`config.mk`:
```
export PLATFORM = sky130hd
export DESIGN_NAME = uart_baud_gen
export DESIGN_NICKNAME = d
export VERILOG_FILES = /design/src/rtl/uart_baud_pkg.sv /design/src/rtl/uart_baud_div_decode.sv /design/src/rtl/uart_baud_channel.sv /design/src/rtl/uart_baud_gen.sv
export SDC_FILE = /design/constraint.sdc
export NUM_CORES = 1
export LEC_CHECK = 0
export BUFFER_PORTS_ARGS = -buffer_cell sky130_fd_sc_hd__buf_2
export CAP_MARGIN = 5
export CORE_ASPECT_RATIO = 0.8
export CORE_MARGIN = 1.5
export CORE_UTILIZATION = 38
export CTS_CLUSTER_SIZE = 12
export DETAILED_ROUTE_END_ITERATION = 10
export PLACE_DENSITY = 0.54
export SLEW_MARGIN = 5
export SYNTH_ARGS = -nofsm -noshare
export SYNTH_HDL_FRONTEND = slang
export SYNTH_SLANG_ARGS = --single-unit
```
`constraint.sdc`:
```
create_clock -name clk -period 19 [get_ports clk]
set_clock_uncertainty 0.1 [all_clocks]
set_input_delay 0 -clock clk [delete_from_list [all_inputs] [get_ports clk]]
set_output_delay 0 -clock clk [all_outputs]
set_load 0.005 [all_outputs]
```
`src/rtl/uart_baud_pkg.sv`:
```
package uart_baud_pkg;
    localparam int PSC_W     = 2;
    localparam int RNG_W     = 3;
    localparam int EXT_W     = 8;
    localparam int PSC_VAL_W = 4;
    localparam int PROD_W    = PSC_VAL_W + EXT_W;
    localparam int DIV_W     = PROD_W + (1 << RNG_W) - 1;
    localparam int NCH       = 2;

    typedef struct packed {
        logic [PSC_W-1:0] psc;
        logic [RNG_W-1:0] rng;
        logic [EXT_W-1:0] ext;
    } baud_cfg_t;

    function automatic logic [PSC_VAL_W-1:0] psc_value(input logic [PSC_W-1:0] code);
        logic [PSC_VAL_W-1:0] v;
        case (code)
            2'd0:    v = 4'd1;
            2'd1:    v = 4'd3;
            2'd2:    v = 4'd4;
            default: v = 4'd13;
        endcase
        return v;
    endfunction
endpackage

```
`src/rtl/uart_baud_div_decode.sv`:
```
module uart_baud_div_decode
    import uart_baud_pkg::*;
(
    input  baud_cfg_t        cfg,
    output logic [DIV_W-1:0] div
);
    logic [PSC_VAL_W-1:0] pr;
    logic [EXT_W-1:0]     ext_eff;
    logic [PROD_W-1:0]    prod;

    always_comb begin
        pr      = psc_value(cfg.psc);
        ext_eff = (cfg.ext == '0) ? EXT_W'(1) : cfg.ext;
        prod    = PROD_W'(pr) * PROD_W'(ext_eff);
        div     = DIV_W'(prod) << cfg.rng;
    end
endmodule

```
`src/rtl/uart_baud_channel.sv`:
```
module uart_baud_channel
    import uart_baud_pkg::*;
#(
    parameter int SUB_N = 16
) (
    input  logic      clk,
    input  logic      rst_n,
    input  logic      en,
    input  baud_cfg_t cfg_in,
    output logic      tick16,
    output logic      bit_tick
);
    localparam int SUB_W = $clog2(SUB_N);

    typedef struct packed {
        baud_cfg_t        cfg;
        logic [DIV_W-1:0] cnt;
        logic [SUB_W-1:0] sub;
        logic             tick;
        logic             bit_tick;
    } chan_state_t;

    chan_state_t      s_d, s_q;
    logic [DIV_W-1:0] div;

    uart_baud_div_decode u_dec (
        .cfg (s_q.cfg),
        .div (div)
    );

    always_comb begin
        s_d          = s_q;
        s_d.tick     = 1'b0;
        s_d.bit_tick = 1'b0;
        if (!en) begin
            s_d.cfg = cfg_in;
            s_d.cnt = '0;
            s_d.sub = '0;
        end else if (s_q.cnt == div - DIV_W'(1)) begin
            s_d.cnt  = '0;
            s_d.tick = 1'b1;
            if (s_q.sub == SUB_W'(SUB_N - 1)) begin
                s_d.sub      = '0;
                s_d.bit_tick = 1'b1;
            end else begin
                s_d.sub = s_q.sub + SUB_W'(1);
            end
        end else begin
            s_d.cnt = s_q.cnt + DIV_W'(1);
        end
    end

    always_ff @(posedge clk or negedge rst_n) begin
        if (!rst_n) s_q <= '0;
        else        s_q <= s_d;
    end

    assign tick16   = s_q.tick;
    assign bit_tick = s_q.bit_tick;


    tick_needs_enable_chk: assert property (@(posedge clk) disable iff (!rst_n)
        s_q.tick |-> $past(en));


    cfg_frozen_chk: assert property (@(posedge clk) disable iff (!rst_n)
        (en && $past(en)) |-> $stable(s_q.cfg));


    bit_on_tick_chk: assert property (@(posedge clk) disable iff (!rst_n)
        s_q.bit_tick |-> s_q.tick);


    cnt_in_range_chk: assert property (@(posedge clk) disable iff (!rst_n)
        s_q.cnt < div);


    tick_spacing_chk: assert property (@(posedge clk) disable iff (!rst_n)
        (s_q.tick && div != DIV_W'(1)) |=> !s_q.tick);
endmodule

```
`src/rtl/uart_baud_gen.sv`:
```
module uart_baud_gen
    import uart_baud_pkg::*;
(
    input  logic             clk,
    input  logic             rst_n,
    input  logic [PSC_W-1:0] psc_code,
    input  logic             tx_en,
    input  logic [RNG_W-1:0] tx_range,
    input  logic [EXT_W-1:0] tx_fine,
    input  logic             rx_en,
    input  logic [RNG_W-1:0] rx_range,
    input  logic [EXT_W-1:0] rx_fine,
    output logic             tx_tick16,
    output logic             tx_bit_tick,
    output logic             rx_tick16,
    output logic             rx_bit_tick
);
    baud_cfg_t       cfg_arr [NCH];
    logic [NCH-1:0]  en_arr;
    logic [NCH-1:0]  tick_arr;
    logic [NCH-1:0]  bit_arr;

    assign cfg_arr[0] = '{psc: psc_code, rng: tx_range, ext: tx_fine};
    assign cfg_arr[1] = '{psc: psc_code, rng: rx_range, ext: rx_fine};
    assign en_arr     = {rx_en, tx_en};

    for (genvar g = 0; g < NCH; g++) begin : g_chan
        uart_baud_channel #(.SUB_N(16)) u_chan (
            .clk      (clk),
            .rst_n    (rst_n),
            .en       (en_arr[g]),
            .cfg_in   (cfg_arr[g]),
            .tick16   (tick_arr[g]),
            .bit_tick (bit_arr[g])
        );
    end

    assign tx_tick16   = tick_arr[0];
    assign tx_bit_tick = bit_arr[0];
    assign rx_tick16   = tick_arr[1];
    assign rx_bit_tick = bit_arr[1];
endmodule

```
==> results.md <==
* Status: finished, final reports clean
* Setup CP Type: reg -> reg
* Power, Total at 974 µW
* Slew Limit Headroom at just over 40%
* Setup Viol. Count Final at 0
* Syn Nets at 1211
* Sw Ratio at a little under half
* Total core area at about 0.024 mm²
* Setup bufs post-CTS at 0
* XOR/XNOR Fraction of Synth Area at approximately 8.4%
* Clock power share at between 20 and 25%
* Detailed Routing Iterations Pass 1 at 5
* Via-to-Cell Ratio at approximately 5.7
* Post-synth EDFFs at 0
* Fin. Hold Viols at 0
* CP Max Fanout at 18
* Least-Margin Pin Slew at approximately 0.89 ns
* Ys flop type: dfrtp_1
* Top routing layer in use: met4
* Post-CTS Resized at 0
* Setup crit end kind: flip-flop
* 1st-iter DRT viols at about 580
* Total GRT Usage at between 10% and 20%
* CTS Buf Count at 9
* Total gr overflow at 0
* Die height at 142 µm
* Total clock sinks at 76
* Vias at between 8000 and 9000
* Leakage power at 4.25 nW
* Slew Limit Fails at 0
* Worst path required time at ~19 ns
* Starting Density at between 30% and 40%
* Later-pin clock latency in the skew report at 0.35 ns
* CTS H-tree depth at 3
* Routed WL at about 24 mm
* Placed instance area at between 0.009 and 0.01 mm²
* Synth Register Bits at between 70 and 80
* Diodes inserted at 0
* Main combinational cell family by area after synthesis: simple AND/OR/NAND/NOR gates
* CTS tree: built
* Nets@finish at between 1000 and 1500
* Switching power at ~460 µW
* Worst hold path type: in -> reg
* Die Width at 177 µm
* Max-cap violations at 0
* Root Driver: clkbuf_16
* Row Count at 50
* Syn Std Cell Area at between 0.009 and 0.01 mm²
* WL met3 at around 1 mm
* Antenna viol nets, final at 0
* Internal Power at 514 µW
* Remaining DRCs at 0
* Largest net degree at the start of global routing at 69
* Vias in the first global route at between 7000 and 8000
* Initial antenna violation count at 0
* Synth warn at 0
* Gp weighted congestion at between 0.8 and 0.9
* Fin crit period at about 7.2 ns
* Logic pwr share at between 60% and 70%
* FMAX at ~140 MHz
* Post-DP HPWL at 18.0 mm
* Worst EP arrival at between 7 and 8 ns
* Met2 routed WL at just under 10 mm
* Synthesis-to-finish area growth at 9.54%
* Simple-Gate Fraction of Synth Area at between 20% and 30%
* RSZ-0062 raised after global routing: false
* First-pass GRT wire length at around 40 mm
* Seq pwr share at approximately 19%
* Number of I/O port buffers at 31
* Layout cells sized above 1 at between 10% and 20%
* TNS Setup at 0 ns
* Post-synthesis mux area share at a little under 6%
* # hold bufs at CTS at 26
* Sequential cell area fraction in the yosys report at a little over 20%
* WL/cell at 16.6 µm
* Power Dens Cells at between 90 and 100 mW/mm²
* Synth cell types at roughly 110
* Avg Cell Area, Syn at a little over 8 µm²
* Post-route cell area at around 0.01 mm²
* DRT met1 WL at ~13 mm
* CP Launch Type: flip-flop
* Compound-cell area share of the yosys netlist at 21.8%
* Die area at about 0.025 mm²
* Fin crit share at a little under two fifths
* Adder-cell share of the synthesized area at roughly a tenth
* FFs w/ async S/R, synth at 100%
* Clk slew on worst S/H paths at about 0.06 ns
* Maximum vdd drop at approximately 0.000045 V
* I/O pins at 32
* Mapped Cells at 1121
* CTS Buffer Depth at 2
==> worst paths after layout <==
kind	slack [ns]	startpoint	cells after the start	to
setup / recovery	11.82	g_chan[0].u_chan.s_q[30]	19	g_chan[0].u_chan.s_q[10]
hold / removal	0.06	tx_en	3	g_chan[0].u_chan.s_q[4]
hold reg to reg	0.41	g_chan[0].u_chan.s_q[25]	1	g_chan[0].u_chan.s_q[25]
min in group asynchronous	0.34	rst_n	3	g_chan[1].u_chan.s_q[17]
max in group asynchronous	17.87	rst_n	3	g_chan[1].u_chan.s_q[30]
setup reg to reg	11.82	g_chan[0].u_chan.s_q[30]	19	g_chan[0].u_chan.s_q[10]
==> registers in the layout (all words and copies together) (netlist names) <==
register / flops
g_chan.u_chan.s_q: 72
g_chan.u_chan.bit_tick: 2
g_chan.u_chan.tick16: 2
==> layout by cell type (no fill, tap or decap), types with 32 or more instances in the layout <==
master,instances
ha_1,38
nand3_1,52
xnor2_1,51
inv_1,47
dfrtp_1,76
mux2_2,32
nand2_1,114
xor2_1,35
a21oi_1,50
nor2_1,92
==> critical path, stage by stage, from the launching register on <==
cell       delay [ns]
dfrtp_1          0.42
or4_1            0.58
o21ai_1          0.46
nand2_1          0.16
fa_1             0.53
fa_1             0.54
inv_1            0.07
ha_1             0.36
a21o_1           0.22
a2111oi_0        0.73
or2_1            0.19
o32ai_1          0.06
nor4_1           0.57
nor2b_1          0.31
and2_1           0.28
a211oi_1         0.24
a311oi_1         0.10
o21a_1           0.28
o31ai_4          0.72
nor2_1           0.11
==> Yosys cell counts (all sizes together), types with 15 or more instances <==
library cell  instances  area share (%)
nor2                101             4.3
nand3                53             2.9
nor3                 27             1.5
mux2i                15             1.6
a211oi               15             1.5
nand2b               18             1.2
nand4                27             2.0
a21o                 16             1.3
ha                   38             5.1
buf                  34             2.3
nor2b                24             1.7
o21ai                31             1.8
dfrtp                76              21
inv                  47             1.9
and3                 25             1.7
xnor2                51             4.8
and2                 24             1.6
mux2                 32             3.9
a21oi                54             3.1
xor2                 35             3.3
nand2               115             4.7
clkbuf               24            0.99
fa                   24             5.2
==> layout make-up <==
cell class | count | area [µm²]
fill | 2379 | 13500
multi-input combinational | 937 | 6840
sequential | 76 | 1900
timing repair buffer | 63 | 463
tap | 312 | 390
clock buffer | 9 | 225
inverter | 50 | 188
clock inverter | 7 | 105
==> metal layers <==
metal | up-vias | global-route usage (%)
met1 | 3970 | 31.2
met3 | 13 | 3.13
li1 | 4165 | -
met4 | 0 | 4.11
met2 | 160 | 27.7
met5 | - | 0
==> per-stage QoR <==
step	hold WS, ns	util [%]	setup WS (ns)	cells
final	0.0631	42.8	11.82	1454
after global routing	0.0696	42.8	11.09	1454
after CTS	0.0539	42.8	11.84	1454
after detailed placement	-0.260	40.3	11.83	1412
after global placement	-0.260	40.3	11.97	1412
after floorplan	-0.396	-	12.69	1121
==> power by group through the flow <==
stage	combinational, mW	clock [mW]	sequential [mW]
global route	0.660	0.214	0.181
CTS	0.587	0.207	0.180
global placement	0.578	0	0.183
detailed placement	0.579	0	0.183
finish	0.593	0.202	0.180
floorplan	0.478	0	0.178
==> cells by family after synthesis <==
| logic type | after synthesis |
|---|---|
| AND/OR/NAND/NOR | 481 |
| AO/OA/AOI/OAI | 259 |
| buffers and inverters | 108 |
| XOR/XNOR | 87 |
| flip-flops | 76 |
| adder cells (fa/ha/maj) | 62 |
| multiplexers | 48 |
(Power assumes the default switching activity.)
